File: src/rtl/dpot_pkg.sv
package dpot_pkg;
  localparam int FRAME_W = 24;
  localparam int CMD_W   = 4;
  localparam int ADDR_W  = 4;
  localparam int DATA_W  = 16;
  localparam int WORDS   = 1 << ADDR_W;

  typedef enum logic [CMD_W-1:0] {
    OP_NOP     = 4'd0,
    OP_RESTORE = 4'd1,
    OP_STORE   = 4'd2,
    OP_WRWORD  = 4'd3,
    OP_DEC6A   = 4'd4,
    OP_DEC6B   = 4'd5,
    OP_DEC1A   = 4'd6,
    OP_DEC1B   = 4'd7,
    OP_RESET   = 4'd8,
    OP_RDWORD  = 4'd9,
    OP_RDWIPER = 4'd10,
    OP_WRWIPER = 4'd11,
    OP_INC6A   = 4'd12,
    OP_INC6B   = 4'd13,
    OP_INC1A   = 4'd14,
    OP_INC1B   = 4'd15
  } op_e;

  // strobe bundle from serial control to the wiper datapath
  typedef struct packed {
    logic              exec;
    op_e               op;
    logic [ADDR_W-1:0] addr;
    logic [DATA_W-1:0] data;
  } cmd_strobe_t;
endpackage

File: src/rtl/dpot_serial_ctrl.sv
module dpot_serial_ctrl
  import dpot_pkg::*;
(
  input  logic              clk,
  input  logic              rstN,
  input  logic              csN,
  input  logic              sclk,
  input  logic              sdi,
  input  logic [DATA_W-1:0] readWord,
  output cmd_strobe_t       cmdStb,
  output logic              sdo,
  output logic              sdoEn
);
  localparam int CNT_W = $clog2(FRAME_W + 1);
  localparam logic [CNT_W-1:0] CNT_FULL = CNT_W'(FRAME_W);
  localparam logic [CNT_W-1:0] CNT_SAT  = '1;

  logic [FRAME_W-1:0] shiftReg;
  logic [CNT_W-1:0]   bitCnt;
  logic               csQ, sclkQ, sdoBit;
  logic               csFall, csRise, sclkRise, sclkFall, isRead;

  assign csFall   = ~csN & csQ;
  assign csRise   = csN & ~csQ;
  assign sclkRise = ~csN & sclk & ~sclkQ;
  assign sclkFall = ~csN & ~sclk & sclkQ;

  always_comb begin
    cmdStb.exec = csRise && (bitCnt == CNT_FULL);
    cmdStb.op   = op_e'(shiftReg[FRAME_W-1 -: CMD_W]);
    cmdStb.addr = shiftReg[DATA_W +: ADDR_W];
    cmdStb.data = shiftReg[DATA_W-1:0];
  end

  assign isRead = cmdStb.exec &&
                  (cmdStb.op == OP_RDWORD || cmdStb.op == OP_RDWIPER);

  always_ff @(posedge clk or negedge rstN) begin
    if (!rstN) begin
      csQ      <= 1'b1;
      sclkQ    <= 1'b0;
      shiftReg <= '0;
      bitCnt   <= '0;
      sdoBit   <= 1'b0;
    end else begin
      csQ   <= csN;
      sclkQ <= sclk;
      if (csFall) begin
        bitCnt <= '0;
        sdoBit <= shiftReg[FRAME_W-1];
      end else if (sclkRise) begin
        shiftReg <= {shiftReg[FRAME_W-2:0], sdi};
        if (bitCnt != CNT_SAT) bitCnt <= bitCnt + CNT_W'(1);
      end else if (sclkFall) begin
        sdoBit <= shiftReg[FRAME_W-1];
      end
      if (isRead) shiftReg[DATA_W-1:0] <= readWord;
    end
  end

  assign sdo   = sdoBit;
  assign sdoEn = ~csN;
endmodule

File: src/rtl/dpot_wiper_path.sv
module dpot_wiper_path
  import dpot_pkg::*;
#(
  parameter int                WIPER_W    = 10,
  parameter logic [DATA_W-1:0] INIT_WORD0 = 16'h0200
) (
  input  logic               clk,
  input  logic               rstN,
  input  cmd_strobe_t        cmdStb,
  output logic [WIPER_W-1:0] wiper,
  output logic               readProgFlag,
  output logic               bootPending,
  output logic [DATA_W-1:0]  readWord
);
  localparam logic [WIPER_W-1:0] W_MAX = '1;

  logic [DATA_W-1:0]  words [WORDS];
  logic [WIPER_W-1:0] wiperQ, wiperNext;

  always_comb begin
    wiperNext = wiperQ;
    if (bootPending) begin
      wiperNext = words[0][WIPER_W-1:0];
    end else if (cmdStb.exec) begin
      case (cmdStb.op)
        OP_RESTORE, OP_RESET: wiperNext = words[0][WIPER_W-1:0];
        OP_WRWIPER:           wiperNext = cmdStb.data[WIPER_W-1:0];
        OP_INC1A, OP_INC1B:   if (wiperQ != W_MAX) wiperNext = wiperQ + WIPER_W'(1);
        OP_DEC1A, OP_DEC1B:   if (wiperQ != '0) wiperNext = wiperQ - WIPER_W'(1);
        OP_INC6A, OP_INC6B: begin
          if (wiperQ == '0)             wiperNext = WIPER_W'(1);
          else if (wiperQ[WIPER_W-1])   wiperNext = W_MAX;
          else                          wiperNext = {wiperQ[WIPER_W-2:0], 1'b0};
        end
        OP_DEC6A, OP_DEC6B:   wiperNext = {1'b0, wiperQ[WIPER_W-1:1]};
        default: ;
      endcase
    end
  end

  always_ff @(posedge clk or negedge rstN) begin
    if (!rstN) begin
      wiperQ       <= '0;
      bootPending  <= 1'b1;
      readProgFlag <= 1'b0;
    end else begin
      wiperQ      <= wiperNext;
      bootPending <= 1'b0;
      if (cmdStb.exec && cmdStb.op == OP_NOP)     readProgFlag <= 1'b0;
      if (cmdStb.exec && cmdStb.op == OP_RESTORE) readProgFlag <= 1'b1;
    end
  end

  for (genvar g = 0; g < WORDS; g++) begin : g_word
    localparam logic [DATA_W-1:0] RST_VAL = (g == 0) ? INIT_WORD0 : '0;
    logic wrData, wrSave;
    assign wrData = cmdStb.exec && cmdStb.op == OP_WRWORD &&
                    cmdStb.addr == ADDR_W'(g);
    assign wrSave = (g == 0) && cmdStb.exec && cmdStb.op == OP_STORE;
    always_ff @(posedge clk or negedge rstN) begin
      if (!rstN)       words[g] <= RST_VAL;
      else if (wrData) words[g] <= cmdStb.data;
      else if (wrSave) words[g] <= DATA_W'(wiperQ);
    end
  end

  assign readWord = (cmdStb.op == OP_RDWORD) ? words[cmdStb.addr] : DATA_W'(wiperQ);
  assign wiper    = wiperQ;
endmodule

File: src/rtl/dpot_spi_core.sv
module dpot_spi_core
  import dpot_pkg::*;
#(
  parameter int                WIPER_W    = 10,
  parameter logic [DATA_W-1:0] INIT_WORD0 = 16'h0200
) (
  input  logic               clk,
  input  logic               rstN,
  input  logic               csN,
  input  logic               sclk,
  input  logic               sdi,
  output logic               sdo,
  output logic               sdoEn,
  output logic [WIPER_W-1:0] wiper,
  output logic               readProgFlag
);
  cmd_strobe_t       cmdStb;
  logic [DATA_W-1:0] readWord;
  logic              bootPending;

  dpot_serial_ctrl u_ctrl (
    .clk(clk), .rstN(rstN), .csN(csN), .sclk(sclk), .sdi(sdi),
    .readWord(readWord), .cmdStb(cmdStb), .sdo(sdo), .sdoEn(sdoEn)
  );

  dpot_wiper_path #(.WIPER_W(WIPER_W), .INIT_WORD0(INIT_WORD0)) u_path (
    .clk(clk), .rstN(rstN), .cmdStb(cmdStb), .wiper(wiper),
    .readProgFlag(readProgFlag), .bootPending(bootPending), .readWord(readWord)
  );
endmodule

File: config.mk
export PLATFORM = sky130hd
export DESIGN_NAME = dpot_spi_core
export DESIGN_NICKNAME = d
export VERILOG_FILES = /design/src/rtl/dpot_pkg.sv /design/src/rtl/dpot_serial_ctrl.sv /design/src/rtl/dpot_wiper_path.sv /design/src/rtl/dpot_spi_core.sv
export SDC_FILE = /design/constraint.sdc
export NUM_CORES = 1
export LEC_CHECK = 0
export ABC_AREA = 1
export CAP_MARGIN = 30
export CORE_MARGIN = 8
export CORE_UTILIZATION = 44
export CTS_BUF_LIST = sky130_fd_sc_hd__clkbuf_8
export CTS_CLUSTER_DIAMETER = 50
export CTS_CLUSTER_SIZE = 40
export DETAILED_ROUTE_END_ITERATION = 16
export PLACE_DENSITY = 0.61
export SYNTH_ARGS = -nofsm -noshare
export SYNTH_HDL_FRONTEND = slang
export SYNTH_SLANG_ARGS = --single-unit
File: constraint.sdc
create_clock -name clk -period 4.7 [get_ports clk]
set_input_delay 0.47 -clock clk [delete_from_list [all_inputs] [get_ports clk]]
set_output_delay 0.47 -clock clk [all_outputs]
set_load 0.01 [all_outputs]
==> impl_metrics.ini, run 1 <==
[outcome]
outcome = completed

[sta]
slew-limit-headroom_pct = 35.1
drv_slew = 0
finClkSkew_ps = 32.4
max_freq_mhz = 317
setup_viol = 0
finalSetupTns_ps = 0
timing.final.hold_violations = 0
fin_worst_hold_slack_ps = 401
rsz0062_at_grt = false
tightestPinTransition_ps = 970
fin_crit_ps = 3150
fin_crit_sh_pct = 67.0

[floorplanning]
rows = 67
start_util_pct = 44.3
core-area_um2 = 33300
die_x_um = 199
io_pins = 18
design.die.area_um2 = 39600
fp.dieH_um = 199

[place]
hpwlAfterDp_um = 25500
dp.cells = 2178
gp_congestion = 0.856
io_buffers = 17

[job]
cap_violations = 0

[synth]
yosysTopAreaCellShare_pct = 50.4
yosys_warnings = 0
synth_edf_count = 0
yosysSeqAreaShare_pct = 51.0
synthMostInstantiatedCell = nand2_1
synth_top_family_by_area = simple AND/OR/NAND/NOR gates
synth_area_leaders = dfrtp_1 (50%), nand2_1 (17%), o21ai_1 (8.1%), nand3_1 (3.6%), a22oi_1 (2.0%)
synth_seq_cells = 300
synthArstFlopShare_pct = 100
synthTopCellsByCount = nand2_1 (687), dfrtp_1 (297), o21ai_1 (238), nand3_1 (105), inv_1 (63)
yosysTopAreaCell = dfrtp_1
synth-main-ff-cell = dfrtp_1
synthesis.area_um2 = 14700
synth-xor-area-share_pct = 0
synthAdderAreaFrac_pct = 1.07
synth-compound-area-share_pct = 14.6
yosys.area_share.simple_pct = 26.9
synth_nets = 1826
avgSynthCellArea_um2 = 8.15
synthDistinctLibCells = 39
synthCells = 1809
synth.mux.area_fraction_pct = 0

[layout]
instances_no_fill = 2238
nNetsFinal = 1784
layout-drive-gt1-share_pct = 8.21
finish.utilization_pct = 47.3
syn_to_final_growth_pct = 6.79
fillers = 3312
num_antenna_cells = 0

[setup_path]
critPathArrivalTime_ps = 3650
required_ps = 5200
crit_end = u_ctrl.shiftReg[4]$_DFFE_PN0P_
r2r_cells = 9
worstPathMaxFanout = 37
regToRegEndpoint = u_ctrl.shiftReg[4]$_DFFE_PN0P_
endpoint_kind = register
critPathKind = reg -> reg
critPathLaunch = u_ctrl.shiftReg[16]$_DFFE_PN0P_
r2r_slack_ps = 1550
r2r_start = u_ctrl.shiftReg[16]$_DFFE_PN0P_
critPathLaunchType = register

[pwr]
report.power.total_mw = 5.39
swShare_pct = 32.5
pwr_density_cell_nw_per_um2 = 343
seqPwrFrac_pct = 50.0
p_leak_nw = 7.64
clockPowerShare_pct = 36.9
p_sw_mw = 1.75
irDropWorstVdd_v = 0.000205
power_frac_comb_pct = 13.1
internal_power_mw = 3.64

[routing]
ant_nets = 0
drt-initial-drc-count = 1126
via_per_inst = 5.45
wl_per_cell_um = 18.6
drc = 0
drt-total-wl_um = 41700
first_pass_iters = 5
vias = 12191

[global_route]
grt.overflow.total = 0
antenna_found_initial = 0
grt_pass1_wl_um = 67400
grt_pass1_vias = 11927
grt_usage_pct = 21.5
grt_max_degree = 96

[worst_hold_path]
holdCritPathClass = in -> reg
hold_depth = 1

[clock_tree]
clk_path_buf_depth = 3
clock_sinks = 300
cts.repair.resized = 0
path_clk_slew_ps = 100
cts-root-buf = clkbuf_8
cts_tree = done
cts_buffers = 34
clock_latency_ps = 570
htreeDepth = 2
==> registers in the layout, summed over array words and instances (netlist names) <==
| register | flops |
|---|---|
| u_path.words | 256 |
| u_ctrl.shiftReg | 24 |
| u_path.wiper | 10 |
| u_ctrl.bitCnt | 5 |
| u_ctrl.csQ | 1 |
| u_ctrl.sclkQ | 1 |
| u_ctrl.sdo | 1 |
| u_path.bootPending | 1 |
| u_path.readProgFlag | 1 |
==> cells in the final DEF (no fill, tap or decap), types with 11 or more instances in the layout <==
cell,Yosys,final
dfrtp_1,297,297
nand2_1,687,687
nor2_1,51,48
o21ai_0,44,44
o21ai_1,238,238
o21ai_2,17,17
nand2_4,11,11
nand3_1,105,105
nand4_1,30,30
a21oi_1,26,26
ha_1,11,11
clkdlybuf4s50_1,0,16
a22oi_1,40,40
buf_4,5,17
o211ai_1,14,14
clkbuf_8,0,36
inv_2,11,11
inv_1,63,66
==> layer usage <==
metal	global-route usage, %	up-vias	share of wire, %
met5	0	-	0
met4	6.23	0	2.4
met3	2.71	79	5.8
met2	35.2	389	46
met1	29.7	5846	45
li1	-	5877	-
==> how the worst min path moves through the flow <==
stage / to / slack, ps / start
5_1_grt: u_ctrl.sclkQ$_DFF_PN0_ / 410 / sclk
2_1_floorplan: u_ctrl.bitCnt[0]$_DFFE_PN0P_ / 170 / rstN
4_1_cts: u_ctrl.sclkQ$_DFF_PN0_ / 390 / sclk
3_5_place_dp: u_path.words[187]$_DFFE_PN0P_ / 470 / u_path.words[187]$_DFFE_PN0P_
3_3_place_gp: u_path.words[185]$_DFFE_PN0P_ / 470 / u_path.words[185]$_DFFE_PN0P_
6_report: u_ctrl.sclkQ$_DFF_PN0_ / 400 / sclk
==> critical path: stages (launching register included) <==
cell and delay [ps]:
dfrtp_1 990, inv_2 390, nor2_4 530, buf_4 520, a22oi_1 130, nand2_1 120, nand2_1 50, nand3_1 170
o21ai_1 80, nand2_1 50
==> cells by family (layout without fill, tap and decap cells) <==
logic type                 Yosys count  after routing
and+or+nand+nor                    921            921
buffers and inverters              188            169
DFF                                300            300
AOI/OAI and AO/OA                  387            387
adders and majority gates           12             12
other                                1              1
==> power groups by stage <==
stage / registers [mW] / logic, mW / clock network [mW]
finish: 2.70 / 0.706 / 1.99
global route: 2.71 / 0.759 / 2.11
CTS: 2.70 / 0.706 / 2.03
detailed placement: 2.75 / 0.704 / 0
global placement: 2.75 / 0.699 / 0
floorplan: 2.70 / 0.454 / 0
==> per-stage QoR <==
step                      setup slack [ps]  area [µm²]
after CTS                             1570       15700
after global placement                1680       15000
after global routing                  1290       15700
after floorplan                       2440       14700
final                                 1550       15700
after detailed placement              1610       15000
==> what timing repair did <==
item                                   in CTS  in global routing
endpoints found under the hold margin      83                  0
hold buffers                                1                  0
buffers inserted                            0                  0
==> area by class of cell <==
class	instances	area (µm²)	area share, %
Timing Repair Buffer	36	333	2.11
Multi-Input combinational cell	1321	6300	40.0
Sequential cell	300	7510	47.7
Clock buffer	36	495	3.15
Tap cell	448	561	3.56
Clock inverter	23	262	1.66
Inverter	74	278	1.76
(Power assumes the default switching activity.)
==> inputs of run 2 (changes only) <==
==> constraint.sdc (replaced) <==
create_clock -name clk -period 3.28 [get_ports clk]
set_input_delay 0.328 -clock clk [delete_from_list [all_inputs] [get_ports clk]]
set_output_delay 0.328 -clock clk [all_outputs]
set_load 0.01 [all_outputs]
==> run 2 against run 1 <==
Wire length down 1.3%. Critical path depth down 2. Die area unchanged. Worst setup slack worse by 700 ps. Cell count up 0.71%. Sequential share of layout area down 0.57 points. Register-to-register slack worse by 700 ps. Critical endpoint is now u_path.words[91]$_DFFE_PN0P_. Sequential cell count unchanged. Combinational power up 56%.
==> impl_metrics.ini, run 2 (synthesis results as in run 1) <==
[outcome]
outcome = completed

[sta]
rsz0062_at_grt = false
slew-limit-headroom_pct = 35.0
fin_crit_ps = 2430
timing.final.hold_violations = 0
tightestPinTransition_ps = 975
max_freq_mhz = 412
finalSetupTns_ps = 0
setup_viol = 0
fin_worst_hold_slack_ps = 250
fin_crit_sh_pct = 74.0
drv_slew = 0
finClkSkew_ps = 31.5

[floorplanning]
die_x_um = 199
rows = 67
io_pins = 18
start_util_pct = 44.3
core-area_um2 = 33300
fp.dieH_um = 199
design.die.area_um2 = 39600

[setup_path]
endpoint_kind = register
critPathKind = reg -> reg
critPathArrivalTime_ps = 2830
r2r_cells = 7
required_ps = 3680
worst_path_largest_cell_delay_ps = 720
worstPathMaxFanout = 32
critPathLaunchType = register
crit_slowest_cell = dfrtp_1
cp_cell_sequence = inv_2, nor2_4, inv_1, nor2_8, nand2_2, nand2_1, o21ai_1

[worst_hold_path]
hold_depth = 1
holdCritPathClass = in -> reg

[global_route]
grt_pass1_vias = 12029
grt_pass1_wl_um = 66700
grt_usage_pct = 21.2
grt.overflow.total = 0
grt_max_degree = 101
antenna_found_initial = 0

[routing]
ant_nets = 0
drc = 0
first_pass_iters = 7
drt-initial-drc-count = 1027
wl_per_cell_um = 18.2
vias = 12225
via_per_inst = 5.42
drt-total-wl_um = 41100

[layout]
final_cell_mix = nand2_1 (687), dfrtp_1 (297), o21ai_1 (238), nand3_1 (105), inv_1 (65)
nNetsFinal = 1797
finalInstanceArea_um2 = 15900
regMostFlops = u_path.words
instances_no_fill = 2254
syn_to_final_growth_pct = 8.07
largest_reg_flops = 256
final_common_cell = nand2_1
num_antenna_cells = 0
layout-drive-gt1-share_pct = 9.08

[pwr]
pwr_density_cell_nw_per_um2 = 498
p_leak_nw = 7.75
irDropWorstVdd_v = 0.000306

[clock_tree]
postCtsSetupBuffers = 0
clock_latency_ps = 560
ctsHoldBuffers = 1
clock_sinks = 300
clk_path_buf_depth = 3
htreeDepth = 2
cts_tree = done
cts.repair.resized = 0
cts_buffers = 34
cts-root-buf = clkbuf_8
path_clk_slew_ps = 80

[place]
place_area_um2 = 15100
dp.cells = 2191
hpwlAfterDp_um = 26200
gp_congestion = 0.882
io_buffers = 17

[job]
cap_violations = 0
run 2: cell count changes in the layout (fill, tap and decap cells not counted), moves of 2 or more:
cell      before  now
inv_8          2    4
buf_12         1    5
clkbuf_8      36   39
clkinv_8       3    0
buf_4         17   26
run 2: routing by layer:
metal | global-route usage [%] | up-vias | wire, µm
met5 | 0 | - | 0
met4 | 7.99 | 0 | 1330
met3 | 3.15 | 84 | 2440
met2 | 34.3 | 351 | 18800
met1 | 28.7 | 5883 | 18600
li1 | - | 5907 | -
run 2: power breakdown:
part	internal, mW	total (mW)	switching, mW	leakage [nW]
clock	1.48	2.99	1.51	0.410
sequential	3.75	3.85	0.0931	4.10
combinational	0.193	1.10	0.912	3.23
total	5.42	7.94	2.51	7.75
run 2: critical path, delay by kind of cell, from the launching register on:
family,cells,cell delay (ps)
and+or+nand+nor,4,1070
AOI/OAI and AO/OA,1,80
buffers and inverters,2,410
DFF,1,720
run 2: layout make-up:
class,instances,area [µm²]
Timing Repair Buffer,49,480
Sequential cell,300,7510
Multi-Input combinational cell,1321,6290
Clock buffer,39,537
Tap cell,448,561
Clock inverter,23,267
Inverter,74,278
Fill cell,3331,17400
run 2: worst paths after layout:
kind / from / end / slack [ps]
min in group asynchronous: rstN / u_path.words[65]$_DFFE_PN0P_ / 410
worst max-delay path: u_ctrl.shiftReg[17]$_DFFE_PN0P_ / u_path.words[91]$_DFFE_PN0P_ / 850
worst max register to register: u_ctrl.shiftReg[17]$_DFFE_PN0P_ / u_path.words[91]$_DFFE_PN0P_ / 850
worst min register to register: u_path.words[215]$_DFFE_PN0P_ / u_path.words[215]$_DFFE_PN0P_ / 490
worst min-delay path: sclk / u_ctrl.sclkQ$_DFF_PN0_ / 250
max in group asynchronous: rstN / u_path.words[30]$_DFFE_PN0P_ / 1910
run 2: stage by stage:
step           power (mW)  setup slack (ps)  util, %
6_report             7.94               854     47.9
5_1_grt              8.25               667     47.9
4_1_cts              8.02               842     47.9
3_5_place_dp         5.01               768     45.4
3_3_place_gp         5.01               789     45.4
2_1_floorplan        4.52              1020        -
